## src/rtl/row_trk_pkg.sv

```systemverilog
package row_trk_pkg;

    typedef enum logic [1:0] {
        PG_CLOSED = 2'b00,
        PG_HIT    = 2'b01,
        PG_MISS   = 2'b10
    } pg_status_e;

endpackage

```

## src/rtl/bank_slot.sv

```systemverilog
// One tracked bank: open flag plus stored row. The next-state value is also
// exported so a lookup in the same cycle sees the post-update state.
module bank_slot #(
    parameter int ROW_W   = 14,
    parameter int CS_W    = 1,
    parameter int BANK_W  = 3,
    parameter int CS_ID   = 0,
    parameter int BANK_ID = 0
) (
    input  logic              clk,
    input  logic              rst_n,
    input  logic              act_valid,
    input  logic [CS_W-1:0]   act_cs,
    input  logic [BANK_W-1:0] act_bank,
    input  logic [ROW_W-1:0]  act_row,
    input  logic              pre_valid,
    input  logic [CS_W-1:0]   pre_cs,
    input  logic [BANK_W-1:0] pre_bank,
    input  logic              pall_valid,
    input  logic [CS_W-1:0]   pall_cs,
    output logic              open_nx,
    output logic [ROW_W-1:0]  row_nx
);

    localparam logic [CS_W-1:0]   MY_CS   = CS_W'(CS_ID);
    localparam logic [BANK_W-1:0] MY_BANK = BANK_W'(BANK_ID);

    typedef struct packed {
        logic             open;
        logic [ROW_W-1:0] row;
    } slot_t;

    slot_t slot_d, slot_q;
    logic  close_hit;
    logic  open_hit;

    always_comb begin
        slot_d    = slot_q;
        close_hit = (pre_valid && pre_cs == MY_CS && pre_bank == MY_BANK)
                 || (pall_valid && pall_cs == MY_CS);
        open_hit  = act_valid && act_cs == MY_CS && act_bank == MY_BANK;
        if (close_hit) begin
            slot_d.open = 1'b0;
        end
        // activate is applied last so that it wins over a close
        if (open_hit) begin
            slot_d.open = 1'b1;
            slot_d.row  = act_row;
        end
    end

    always_ff @(posedge clk or negedge rst_n) begin
        if (!rst_n) begin
            slot_q <= '0;
        end else begin
            slot_q <= slot_d;
        end
    end

    assign open_nx = slot_d.open;
    assign row_nx  = slot_d.row;

endmodule

```

## src/rtl/row_classify.sv

```systemverilog
// Selects the addressed slot from post-update state and registers the class.
module row_classify
    import row_trk_pkg::*;
#(
    parameter int NUM_CS        = 2,
    parameter int TRACKED_BANKS = 4,
    parameter int CS_W          = 1,
    parameter int BANK_W        = 3,
    parameter int ROW_W         = 14,
    localparam int NUM_SLOTS    = NUM_CS * TRACKED_BANKS
) (
    input  logic                             clk,
    input  logic                             rst_n,
    input  logic                             lk_valid,
    input  logic [CS_W-1:0]                  lk_cs,
    input  logic [BANK_W-1:0]                lk_bank,
    input  logic [ROW_W-1:0]                 lk_row,
    input  logic [NUM_SLOTS-1:0]             open_nx,
    input  logic [NUM_SLOTS-1:0][ROW_W-1:0]  row_nx,
    output logic                             res_valid,
    output logic [1:0]                       res_status
);

    typedef struct packed {
        logic       valid;
        pg_status_e status;
    } res_t;

    res_t             res_d, res_q;
    logic             sel_open;
    logic [ROW_W-1:0] sel_row;

    always_comb begin
        sel_open = 1'b0;
        sel_row  = '0;
        for (int c = 0; c < NUM_CS; c++) begin
            for (int b = 0; b < TRACKED_BANKS; b++) begin
                if (lk_cs == CS_W'(c) && lk_bank == BANK_W'(b)) begin
                    sel_open = open_nx[c*TRACKED_BANKS + b];
                    sel_row  = row_nx[c*TRACKED_BANKS + b];
                end
            end
        end

        res_d.valid  = lk_valid;
        res_d.status = PG_CLOSED;
        if (lk_valid && sel_open) begin
            res_d.status = (sel_row == lk_row) ? PG_HIT : PG_MISS;
        end
    end

    always_ff @(posedge clk or negedge rst_n) begin
        if (!rst_n) begin
            res_q <= '{valid: 1'b0, status: PG_CLOSED};
        end else begin
            res_q <= res_d;
        end
    end

    assign res_valid  = res_q.valid;
    assign res_status = res_q.status;

endmodule

```

## src/rtl/row_tracker.sv

```systemverilog
module row_tracker #(
    parameter int NUM_CS        = 2,
    parameter int TRACKED_BANKS = 4,
    parameter int BANK_W        = 3,
    parameter int ROW_W         = 14,
    localparam int CS_W         = (NUM_CS > 1) ? $clog2(NUM_CS) : 1,
    localparam int NUM_SLOTS    = NUM_CS * TRACKED_BANKS
) (
    input  logic              clk,
    input  logic              rst_n,
    input  logic              lk_valid,
    input  logic [CS_W-1:0]   lk_cs,
    input  logic [BANK_W-1:0] lk_bank,
    input  logic [ROW_W-1:0]  lk_row,
    input  logic              act_valid,
    input  logic [CS_W-1:0]   act_cs,
    input  logic [BANK_W-1:0] act_bank,
    input  logic [ROW_W-1:0]  act_row,
    input  logic              pre_valid,
    input  logic [CS_W-1:0]   pre_cs,
    input  logic [BANK_W-1:0] pre_bank,
    input  logic              pall_valid,
    input  logic [CS_W-1:0]   pall_cs,
    output logic              res_valid,
    output logic [1:0]        res_status
);

    logic [NUM_SLOTS-1:0]            open_nx;
    logic [NUM_SLOTS-1:0][ROW_W-1:0] row_nx;

    for (genvar c = 0; c < NUM_CS; c++) begin : g_cs
        for (genvar b = 0; b < TRACKED_BANKS; b++) begin : g_bank
            bank_slot #(
                .ROW_W  (ROW_W),
                .CS_W   (CS_W),
                .BANK_W (BANK_W),
                .CS_ID  (c),
                .BANK_ID(b)
            ) u_slot (
                .clk       (clk),
                .rst_n     (rst_n),
                .act_valid (act_valid),
                .act_cs    (act_cs),
                .act_bank  (act_bank),
                .act_row   (act_row),
                .pre_valid (pre_valid),
                .pre_cs    (pre_cs),
                .pre_bank  (pre_bank),
                .pall_valid(pall_valid),
                .pall_cs   (pall_cs),
                .open_nx   (open_nx[c*TRACKED_BANKS + b]),
                .row_nx    (row_nx[c*TRACKED_BANKS + b])
            );
        end
    end

    row_classify #(
        .NUM_CS       (NUM_CS),
        .TRACKED_BANKS(TRACKED_BANKS),
        .CS_W         (CS_W),
        .BANK_W       (BANK_W),
        .ROW_W        (ROW_W)
    ) u_classify (
        .clk       (clk),
        .rst_n     (rst_n),
        .lk_valid  (lk_valid),
        .lk_cs     (lk_cs),
        .lk_bank   (lk_bank),
        .lk_row    (lk_row),
        .open_nx   (open_nx),
        .row_nx    (row_nx),
        .res_valid (res_valid),
        .res_status(res_status)
    );

endmodule

```

## config.mk

```make
export PLATFORM = sky130hd
export DESIGN_NAME = row_tracker
export DESIGN_NICKNAME = d
export VERILOG_FILES = /design/src/rtl/row_trk_pkg.sv /design/src/rtl/bank_slot.sv /design/src/rtl/row_classify.sv /design/src/rtl/row_tracker.sv
export SDC_FILE = /design/constraint.sdc
export NUM_CORES = 1
export LEC_CHECK = 0
export BUFFER_PORTS_ARGS = -buffer_cell sky130_fd_sc_hd__buf_2
export CAP_MARGIN = 20
export CORE_ASPECT_RATIO = 1.2
export CORE_UTILIZATION = 33
export CTS_BUF_LIST = sky130_fd_sc_hd__clkbuf_8 sky130_fd_sc_hd__clkbuf_16
export DETAILED_ROUTE_END_ITERATION = 7
export SYNTH_ARGS = -nofsm -noshare
export SYNTH_HDL_FRONTEND = slang
export SYNTH_SLANG_ARGS = --single-unit
```

## constraint.sdc

```tcl
create_clock -name clk -period 3.1 [get_ports clk]
set_clock_uncertainty 0.2 [all_clocks]
set_input_delay 0.62 -clock clk [delete_from_list [all_inputs] [get_ports clk]]
set_output_delay 0.62 -clock clk [all_outputs]
set_load 0.01 [all_outputs]
```

==> flow_metrics.py, run 1 <==
metrics = {
    "synthesis": {
        "synth_top_cell_area_share_pct": 46.86,
        "yosys.cell_types.count": 81,
        "syn_avg_cell_area_sq_um": 10.12,
        "synth.net_count": 696,
        "synth.yosys.seq_area_share_pct": 46.86,
        "synthArstFlopShare_pct": 100.0,
        "ys.warnings.count": 0,
        "synth_area_sq_mm": 0.006569,
        "yosys-top-cells-area": "dfrtp_1 (47%), mux2_2 (7.9%), nand2_1 (4.3%)",
        "synth_edf_count": 0,
        "synthCells": 649,
        "ys_ff_latch": 123,
        "ys.flop_type": "dfrtp_1",
        "yosys.area.top_type": "dfrtp_1",
    },
    "worst_setup_path": {
        "crit_start": "act_cs",
        "crit_path_end_kind": "flop",
        "timing.rr.end": "u_classify.res_status[1]",
        "critPathMaxFanout": 8,
        "path_buf_inv": 2,
        "crit_slowest_cell": "mux2_2",
        "path_cells": "buf_2 -> nand4bb_1 -> nor2_2 -> buf_4 -> mux2_2 -> a22o_1 -> nor4_1 -> a2111oi_2 -> nor4_2 -> nand4_1 -> nor2b_4",
        "rrSetupSlack_ns": 0.76,
        "reg2regPathDepth": 7,
        "cp.depth": 11,
        "start_kind": "input pin",
        "endpoint": "u_classify.res_status[1]",
        "cp_top_family": "simple AND/OR/NAND/NOR gates",
        "cpPeakStageDelay_ns": 0.35,
        "worstPathRequired_ns": 3.20,
        "r2r-start": "g_cs[1].g_bank[1].u_slot.slot_q[7]",
        "worstSetupPathType": "in2reg",
        "crit_arrival_ns": 3.15,
    },
    "drt": {
        "ant_nets": 0,
        "wl_per_cell_microns": 21.37,
        "route.detailed.drc": 0,
        "vias": 6208,
        "wirelength_mm": 24.00,
        "via_per_inst": 5.528,
        "dr.pass1.iters": 5,
        "drtIter0Drc": 559,
    },
    "power": {
        "internal_power_uw": 3508,
        "power_uw": 4856,
        "clkPwrFrac_pct": 36.9,
        "p_leak_uw": 0.004304,
        "vdd_drop_max_mv": 0.4141,
        "p_comb_share_pct": 21.3,
        "power.share.sequential_pct": 41.8,
        "switching_share_pct": 27.75,
        "switching_power_uw": 1348,
        "p_per_area_mw_per_mm2": 544.3,
    },
    "cells_and_area": {
        "final_nets": 899,
        "area_growth_pct": 35.83,
        "antenna_cells": 0,
        "regArea_sq_mm": 0.003078,
        "layout-drive-gt1-share_pct": 39.21,
        "stdcell_area_sq_mm": 0.008922,
        "final_common_cell": "buf_4",
        "final_cell_mix": "buf_4 (174), dfrtp_1 (123), nand2_1 (75)",
        "fillCellCount": 1891,
        "multi_input_area_sq_mm": 0.003231,
    },
    "clocking": {
        "post_cts_buffers": 0,
        "cts_sinks": 123,
        "htreeDepth": 4,
        "clk_path_buf_depth": 2,
        "clk_latency_ns": 0.43,
        "numCtsBuffers": 17,
        "cts_tree": "yes",
        "clkTransAtPathRegs_ns": 0.05,
        "clock-root-buffer": "clkbuf_16",
    },
    "place": {
        "place_area_sq_mm": 0.008343,
        "gp_congestion": 0.9169,
        "port_buffers": 49,
        "hpwl_mm": 17.97,
    },
    "floorplanning": {
        "die_area_sq_mm": 0.02048,
        "rows": 56,
        "die_h_microns": 156.6,
        "core_sq_mm": 0.01955,
        "die_w_microns": 130.8,
        "io_pins": 50,
        "initial_core_util_pct": 33.60,
    },
    "min_path": {
        "worstHoldPathType": "in2reg",
    },
    "sta": {
        "period_share_pct": 98.48,
        "hold_viol_final": 0,
        "worst_pin_slew_ns": 0.5479,
        "fin_crit_ns": 3.053,
        "setup_viol_count_final": 0,
        "slew-limit-headroom_pct": 62.96,
        "drv_slew": 0,
        "max_freq_mhz": 327.6,
    },
    "global_route": {
        "grt_max_degree": 37,
        "grt_pass1_wl_mm": 36.26,
        "grt_util_all_layers_pct": 24.77,
        "grt_antenna_before_repair": 0,
        "grt_overflow": 0,
        "grt_pass1_vias": 6237,
    },
    "flow_run": {
        "drv_cap": 0,
    },
    "outcome": {
        "status": "finished, final reports clean",
    },
}
-- per-layer routing --
metal / part of all wire [%] / GRT usage [%]
met1: 42 / 32.10
met4: 4.6 / 13.14
met2: 47 / 38.22
met5: 0 / 0
met3: 6.6 / 5.573
-- stage by stage --
step | hold WS, ns | worst slack (ns) | utilization (%) | TNS (ns) | instances
after floorplan | 0.1244 | 0.02336 | - | 0 | 649
after global placement | 0.2584 | -0.6252 | 42.65 | -1.229 | 1092
after detailed placement | 0.2641 | -0.5465 | 42.68 | -1.072 | 1093
after CTS | 0.1111 | 0.001011 | 45.41 | 0 | 1123
after global routing | 0.1078 | -0.01917 | 45.64 | -0.01917 | 1123
final | 0.1179 | 0.04713 | 45.64 | 0 | 1123
-- kinds of logic after synthesis --
kind of cell           after synthesis  synth area share [%]
XOR/XNOR                            10                 1.333
AND/OR/NAND/NOR                    200                 16.08
flip-flops                         123                 46.86
multiplexers                        68                 11.49
AO/OA/AOI/OAI                      180                 19.41
buffers and inverters               68                 4.838
-- how the worst min path moves through the flow --
stage	endpoint	from	depth (start not counted)
after global placement	g_cs[0].g_bank[1].u_slot.slot_q[10]	g_cs[0].g_bank[1].u_slot.slot_q[10]	2
after CTS	u_classify.res_valid	lk_valid	1
final	u_classify.res_valid	lk_valid	1
after global routing	u_classify.res_valid	lk_valid	1
after floorplan	g_cs[0].g_bank[0].u_slot.slot_q[0]	rst_n	0
after detailed placement	g_cs[0].g_bank[1].u_slot.slot_q[10]	g_cs[0].g_bank[1].u_slot.slot_q[10]	2
-- worst reg2reg max path, delay by kind of cell, from the launching register on --
family           cells  cell delay [ns]
AO/OA/AOI/OAI        2             0.60
XOR/XNOR             1             0.13
AND/OR/NAND/NOR      3             0.63
multiplexers         1             0.28
flip-flops           1             0.36
-- power by group through the flow --
stage          logic (uW)  clock network, uW  registers, uW
2_1_floorplan         572                  0           2020
3_3_place_gp          989                  0           2040
3_5_place_dp         1000                  0           2060
4_1_cts              1010               1820           2030
5_1_grt              1120               1890           2060
6_report             1040               1790           2030
-- registers in the layout, summed over array words and instances, names as in the netlist --
name                       flops
g_cs.g_bank.u_slot.slot_q    120
u_classify.res_status          2
u_classify.res_valid           1
-- cells in the mapped netlist, types with 4 or more instances --
library cell	number
nand2_1	75
a21o_1	9
a211oi_1	11
o311ai_0	4
a21oi_1	17
buf_4	4
o22a_1	6
a221o_1	4
nand4_1	7
o21ai_0	56
or3_1	4
nor4b_1	4
buf_2	20
mux2i_1	18
mux2_2	46
clkbuf_1	18
dfrtp_1	123
nor3_1	12
a31oi_1	10
and3_1	7
o211a_1	4
xnor2_1	8
a221oi_1	4
inv_1	22
nand3_1	32
nor4_1	4
or2_2	6
o211ai_1	10
nor2_1	16
nor2b_1	7
-- layout make-up --
type,count,share of cell area [%]
multi-input cells,458,36.21
flip-flops and latches,123,34.50
repair buffers,230,18.85
clock buffers,22,5.539
well taps,261,3.660
inverters,22,0.9255
clock inverters,7,0.3225
-- repair_timing --
item | in CTS | in global routing
setup endpoints to repair | 2 | 2
resized for setup | 1 | 13
hold buffers | 1 | 0
pin swaps | 0 | 3
hold endpoints to repair | 22 | 0
Note: power is estimated with default switching activity, not from simulation.
==> run 2: changes to the inputs <==
--- a/config.mk
+++ b/config.mk
@@ -8,7 +8,7 @@
 export BUFFER_PORTS_ARGS = -buffer_cell sky130_fd_sc_hd__buf_2
 export CAP_MARGIN = 20
 export CORE_ASPECT_RATIO = 1.2
-export CORE_UTILIZATION = 33
+export CORE_UTILIZATION = 40
 export CTS_BUF_LIST = sky130_fd_sc_hd__clkbuf_8 sky130_fd_sc_hd__clkbuf_16
 export DETAILED_ROUTE_END_ITERATION = 7
 export SYNTH_ARGS = -nofsm -noshare
==> run 2 against run 1 <==
Non-clock buffer count fell by 9. Combinational power barely moved. Highest routed layer unchanged. Wire length up 2.3%. Cell area increased by 0.27%. Register-to-register slack hardly changed. Sequential share of layout area shrank 0.092 points. Clock-buffer cell count shrank 3. Critical path type unchanged.
==> flow_metrics.py, run 2 (synthesis results as in run 1) <==
metrics = {
    "global_route": {
        "grt_util_all_layers_pct": 30.26,
        "grt_antenna_before_repair": 0,
        "grt_pass1_vias": 6269,
        "grt_max_degree": 44,
        "grt_overflow": 0,
        "grt_pass1_wl_mm": 37.44,
    },
    "power": {
        "power.share.sequential_pct": 39.0,
        "p_leak_uw": 0.004301,
        "internal_power_uw": 3808,
        "vdd_drop_max_mv": 0.3158,
        "p_comb_share_pct": 20.3,
        "p_per_area_mw_per_mm2": 581.9,
        "switching_share_pct": 26.85,
        "clkPwrFrac_pct": 40.7,
        "switching_power_uw": 1398,
    },
    "drt": {
        "via_per_inst": 5.836,
        "route.detailed.drc": 0,
        "ant_nets": 0,
        "wl_per_cell_microns": 23.07,
        "drtIter0Drc": 548,
        "vias": 6209,
        "dr.pass1.iters": 5,
        "wirelength_mm": 24.55,
    },
    "worst_setup_path": {
        "crit_arrival_ns": 3.11,
        "reg2regPathDepth": 7,
        "path_cells": "buf_2 -> nor2b_1 -> buf_4 -> nand3_1 -> buf_4 -> a211oi_1 -> xnor2_1 -> nand2_1 -> o311ai_1 -> nor4_2 -> nand4_1 -> nor2b_4",
        "r2r-start": "g_cs[0].g_bank[1].u_slot.slot_q[12]",
        "critPathMaxFanout": 8,
        "start_kind": "input pin",
        "crit_slowest_cell": "a211oi_1",
        "worstSetupPathType": "in2reg",
        "crit_start": "lk_cs",
        "rrSetupSlack_ns": 0.77,
        "timing.rr.end": "u_classify.res_status[1]",
        "crit_path_end_kind": "flop",
        "cpPeakStageDelay_ns": 0.41,
        "timing.critical_path.mode_cell": "buf_4",
        "worstPathRequired_ns": 3.20,
        "endpoint": "u_classify.res_status[1]",
    },
    "sta": {
        "period_share_pct": 97.14,
        "tns_ns": 0,
        "setup_slack_ns": 0.08879,
        "slew-limit-headroom_pct": 60.52,
        "drv_slew": 0,
        "max_freq_mhz": 332.1,
        "fin_crit_ns": 3.011,
        "setup_viol_count_final": 0,
        "hold_viol_final": 0,
        "worst_pin_slew_ns": 0.5922,
        "rsz0062_at_grt": "no",
    },
    "place": {
        "gp_congestion": 0.9453,
        "hpwl_mm": 18.68,
        "place_area_sq_mm": 0.008229,
        "port_buffers": 49,
        "pre_cts_ws_ns": -0.5366,
        "placed_cells": 1030,
    },
    "floorplanning": {
        "rows": 50,
        "core_sq_mm": 0.01583,
        "io_pins": 50,
        "initial_core_util_pct": 41.50,
        "die_h_microns": 142.4,
        "die_area_sq_mm": 0.01694,
        "die_w_microns": 119.0,
    },
    "clocking": {
        "clk_path_buf_depth": 2,
        "htreeDepth": 4,
        "cts-hold-fix-buffers": 0,
        "numCtsBuffers": 17,
        "clk_latency_ns": 0.42,
        "clkTransAtPathRegs_ns": 0.06,
        "cts_tree": "yes",
        "cts_sinks": 123,
        "clock-root-buffer": "clkbuf_16",
    },
    "cells_and_area": {
        "stdcell_area_sq_mm": 0.008946,
        "final_common_cell": "buf_4",
        "final_nets": 890,
        "top_register": "g_cs.g_bank.u_slot.slot_q",
        "antenna_cells": 0,
        "area_growth_pct": 36.19,
        "final_util_pct": 56.52,
        "final_cell_count_no_fill": 1064,
        "largest_reg_flops": 120,
        "layout-drive-gt1-share_pct": 39.60,
        "final_cell_mix": "buf_4 (164), dfrtp_1 (123), nand2_1 (73)",
    },
    "outcome": {
        "status": "finished, final reports clean",
    },
    "flow_run": {
        "drv_cap": 0,
    },
    "min_path": {
        "worstHoldPathType": "in2async",
    },
}
run 2: cell type report:
type / count / area, sq um
tap: 208 / 260.3
fill: 1395 / 6882
sequential: 123 / 3078
timing repair buffer: 221 / 1643
clock buffer: 19 / 452.9
inverter: 22 / 82.58
multi-input combinational: 458 / 3254
clock inverter: 13 / 175.2
run 2: power by group through the flow:
stage	registers, uW	clock network (uW)	logic [uW]
finish	2030	2120	1060
detailed placement	2060	0	1020
CTS	2030	2140	1030
floorplan	2020	0	572
global placement	2050	0	1000
global route	2070	2210	1150
run 2: worst min-delay path by stage:
| stage | startpoint | end | slack (ns) | cells past startpoint |
|---|---|---|---|---|
| final | rst_n | g_cs[0].g_bank[1].u_slot.slot_q[5] | 0.009 | 1 |
| after global routing | rst_n | g_cs[0].g_bank[1].u_slot.slot_q[5] | 0.05 | 1 |
| after CTS | rst_n | g_cs[1].g_bank[3].u_slot.slot_q[4] | 0.03 | 1 |
| after detailed placement | g_cs[1].g_bank[3].u_slot.slot_q[1] | g_cs[1].g_bank[3].u_slot.slot_q[1] | 0.26 | 2 |
| after global placement | g_cs[1].g_bank[0].u_slot.slot_q[4] | g_cs[1].g_bank[0].u_slot.slot_q[4] | 0.26 | 1 |
| after floorplan | rst_n | g_cs[0].g_bank[0].u_slot.slot_q[0] | 0.12 | 0 |
run 2: worst max-delay path, delay by kind of cell:
| family | cells | cell delay [ns] |
|---|---|---|
| xor+xnor | 1 | 0.12 |
| compound gates | 2 | 0.58 |
| simple gates | 6 | 1.20 |
| buf+inv | 3 | 0.58 |
run 2: layer usage:
layer / vias to the layer above / routed length (microns) / global-route usage [%] / share of wire [%]
met4: 0 / 985 / 14.92 / 4.0
met5: - / 0 / 0 / 0
met3: 61 / 1505 / 5.048 / 6.1
met2: 284 / 11780 / 49.51 / 48
met1: 3058 / 10280 / 38.79 / 42
li1: 2806 / - / - / -
run 2: stage by stage:
| stage | hold WS (ns) | power, uW |
|---|---|---|
| global placement | 0.2597 | 3050 |
| detailed placement | 0.2648 | 3083 |
| global route | 0.05025 | 5426 |
| finish | 0.008810 | 5206 |
| CTS | 0.02547 | 5204 |
| floorplan | 0.1244 | 2595 |
run 2: timing repair:
item / 4_1_cts / 5_1_grt
setup endpoints to repair: 2 / 2
resized for setup: 2 / 17
buffers inserted: 1 / 1
pin swaps: 1 / 10
==> run 3: changes to the inputs <==
--- a/config.mk
+++ b/config.mk
@@ -5,6 +5,7 @@
 export SDC_FILE = /design/constraint.sdc
 export NUM_CORES = 1
 export LEC_CHECK = 0
+export ABC_AREA = 1
 export BUFFER_PORTS_ARGS = -buffer_cell sky130_fd_sc_hd__buf_2
 export CAP_MARGIN = 20
 export CORE_ASPECT_RATIO = 1.2
==> run 3 against run 2 <==
Clock-buffer cell count decreased by 1. Critical path depth increased by 6. Combinational power decreased by 26%. Fmax increased by 14%. Sequential share of layout area increased by 5.3 points. Via count decreased by 9.0%. Die area decreased by 0.62%. Worst setup slack improved by 0.36 ns. Core utilization decreased by 7.3 points. Power decreased by 10%.
==> flow_metrics.py, run 3 <==
metrics = {
    "cells_and_area": {
        "largest_reg_flops": 120,
        "top_register": "g_cs.g_bank.u_slot.slot_q",
        "antenna_cells": 0,
        "final_nets": 991,
        "layout-drive-gt1-share_pct": 14.21,
        "final_common_cell": "nand2_1",
        "fillCellCount": 1585,
        "final_cell_mix": "nand2_1 (271), dfrtp_1 (123), inv_1 (117)",
        "area_growth_pct": 18.88,
    },
    "global_route": {
        "grt_util_all_layers_pct": 22.27,
        "grt_overflow": 0,
        "grt_antenna_before_repair": 0,
        "grt_pass1_vias": 5548,
        "grt_max_degree": 52,
        "grt_pass1_wl_mm": 28.75,
    },
    "sta": {
        "rsz0062_at_grt": "no",
        "fin_crit_ns": 2.652,
        "tns_ns": 0,
        "drv_slew": 0,
        "hold_viol_final": 0,
        "period_share_pct": 85.54,
        "slew-limit-headroom_pct": 51.78,
        "max_freq_mhz": 377.1,
        "timing.hold.ws_ns": 0.06043,
        "setup_viol_count_final": 0,
        "worst_pin_slew_ns": 0.7232,
    },
    "clocking": {
        "ctsResizeCount": 0,
        "clk_latency_ns": 0.41,
        "clk_path_buf_depth": 2,
        "htreeDepth": 4,
        "clock-root-buffer": "clkbuf_16",
        "clkTransAtPathRegs_ns": 0.06,
        "cts_sinks": 123,
        "cts_tree": "yes",
        "cts-hold-fix-buffers": 0,
        "post_cts_buffers": 0,
        "numCtsBuffers": 17,
    },
    "floorplanning": {
        "rows": 50,
        "io_pins": 50,
        "die_area_sq_mm": 0.01684,
        "die_h_microns": 141.9,
        "initial_core_util_pct": 41.40,
        "core_sq_mm": 0.01577,
        "die_w_microns": 118.6,
    },
    "outcome": {
        "status": "finished, final reports clean",
    },
    "drt": {
        "met3WireLength_microns": 635,
        "drtIter0Drc": 312,
        "route.detailed.drc": 0,
        "wl_met2_mm": 8.289,
        "wl_per_cell_microns": 14.83,
        "highest_layer": "met4",
        "vias": 5649,
        "via_per_inst": 4.849,
        "dr.pass1.iters": 5,
        "wirelength_mm": 17.27,
        "ant_nets": 0,
        "met1_length_mm": 7.995,
    },
    "synthesis": {
        "ys_ff_latch": 123,
        "yosys.cell_types.count": 26,
        "synth_top_family_by_area": "simple AND/OR/NAND/NOR gates",
        "syn_avg_cell_area_sq_um": 7.426,
        "synth_top_cell_area_share_pct": 47.15,
        "yosys.area.top_type": "dfrtp_1",
        "synth_most_common_cell": "nand2_1",
        "synthAdderAreaFrac_pct": 0,
        "ys.flop_type": "dfrtp_1",
        "synth.net_count": 926,
        "ys_top_cells_by_count": "nand2_1 (271), dfrtp_1 (123), inv_1 (115)",
        "synth_area_sq_mm": 0.006528,
        "yosys-top-cells-area": "dfrtp_1 (47%), nand2_1 (16%), nand3_1 (7.1%)",
        "ys.warnings.count": 0,
        "synth_xor_area_share_pct": 0,
        "synthSimpleGateAreaFrac_pct": 36.63,
        "synthMuxAreaShare_pct": 0,
        "synth_compound_area_share_pct": 6.613,
        "synth_edf_count": 0,
        "synthCells": 879,
        "synth.yosys.seq_area_share_pct": 47.15,
        "synthArstFlopShare_pct": 100.0,
    },
    "worst_setup_path": {
        "worstSetupPathType": "in2reg",
        "path_cells": "buf_2 -> nor2_2 -> buf_12 -> nand2_1 -> nor2_2 -> buf_4 -> nand2_1 -> nand3_1 -> nand3_1 -> nor2_1 -> nand4_1 -> nand3b_1 -> nand2_1 -> nor2_1 -> nand2_1 -> nor2_1 -> nand2_1 -> nor2_1",
        "crit_path_end_kind": "flop",
        "start_kind": "input pin",
        "timing.critical_path.mode_cell": "nand2_1",
        "crit_slowest_cell": "nor2_2",
        "cpPeakStageDelay_ns": 0.25,
        "path_buf_inv": 3,
        "crit_arrival_ns": 2.79,
        "worstPathRequired_ns": 3.24,
        "cp_top_family": "simple AND/OR/NAND/NOR gates",
        "critPathMaxFanout": 22,
    },
    "min_path": {
        "worstHoldPathType": "in2async",
    },
    "power": {
        "p_leak_uw": 0.003943,
        "vdd_drop_max_mv": 0.3602,
        "p_per_area_mw_per_mm2": 603.8,
        "power_uw": 4686,
    },
    "place": {
        "port_buffers": 49,
        "hpwl_mm": 12.01,
        "gp_congestion": 0.8117,
    },
    "flow_run": {
        "drv_cap": 0,
    },
}
[run 3: changes by cell type after synthesis, moves of 11 or more]
cell / before / now
nor2_1: 16 / 54
mux2_2: 46 / 0
mux2i_1: 18 / 0
and2_1: 2 / 46
nand3_1: 32 / 93
inv_1: 22 / 115
nor3_1: 12 / 0
a211oi_1: 11 / 0
nand4_1: 7 / 31
nand2_1: 75 / 271
o21ai_1: 0 / 12
a21oi_1: 17 / 2
[run 3: final cells by class]
class                      count  area, sq um  area share [%]
multi-input combinational    605         2823           36.38
timing repair buffer          79        585.6           7.546
sequential                   123         3078           39.66
clock inverter                14        131.4           1.693
tap                          208        260.3           3.354
clock buffer                  18        439.2           5.659
inverter                     118        442.9           5.708
[run 3: per-layer routing]
layer | track usage (%) | up-vias
met3 | 2.444 | 26
met2 | 37.09 | 114
li1 | - | 2899
met1 | 29.57 | 2610
met5 | 0 | -
met4 | 9.327 | 0
[run 3: worst paths after layout]
kind	depth (start not counted)	slack, ns	end	from
setup / recovery	18	0.45	u_classify.res_status[0]	act_bank[1]
hold / removal	1	0.06	g_cs[0].g_bank[3].u_slot.slot_q[6]	rst_n
setup reg to reg	13	1.13	u_classify.res_status[0]	g_cs[0].g_bank[1].u_slot.slot_q[9]
hold reg to reg	2	0.27	g_cs[1].g_bank[2].u_slot.slot_q[10]	g_cs[1].g_bank[2].u_slot.slot_q[10]
max in group asynchronous	2	1.92	g_cs[0].g_bank[0].u_slot.slot_q[5]	rst_n
min in group clk	1	0.13	u_classify.res_valid	lk_valid
[run 3: cell families (layout without fill, tap and decap cells)]
family          Yosys count  after routing
flops                   123            123
compound gates           78             78
simple gates            527            527
buf+inv                 151            229
[run 3: metrics by stage]
step                      std cells  worst slack [ns]  cell area [sq um]  util (%)
after floorplan                 879            0.6837               6528         -
after global placement         1133           0.06344               7189     45.60
after detailed placement       1133           0.04685               7189     45.60
after CTS                      1165            0.4624               7760     49.22
after global routing           1165            0.3055               7760     49.22
final                          1165            0.4483               7760     49.22
[run 3: where the power goes]
part	switching [uW]	internal, uW
Clock	723	1190
Combinational	476	307
Sequential	77.1	1910
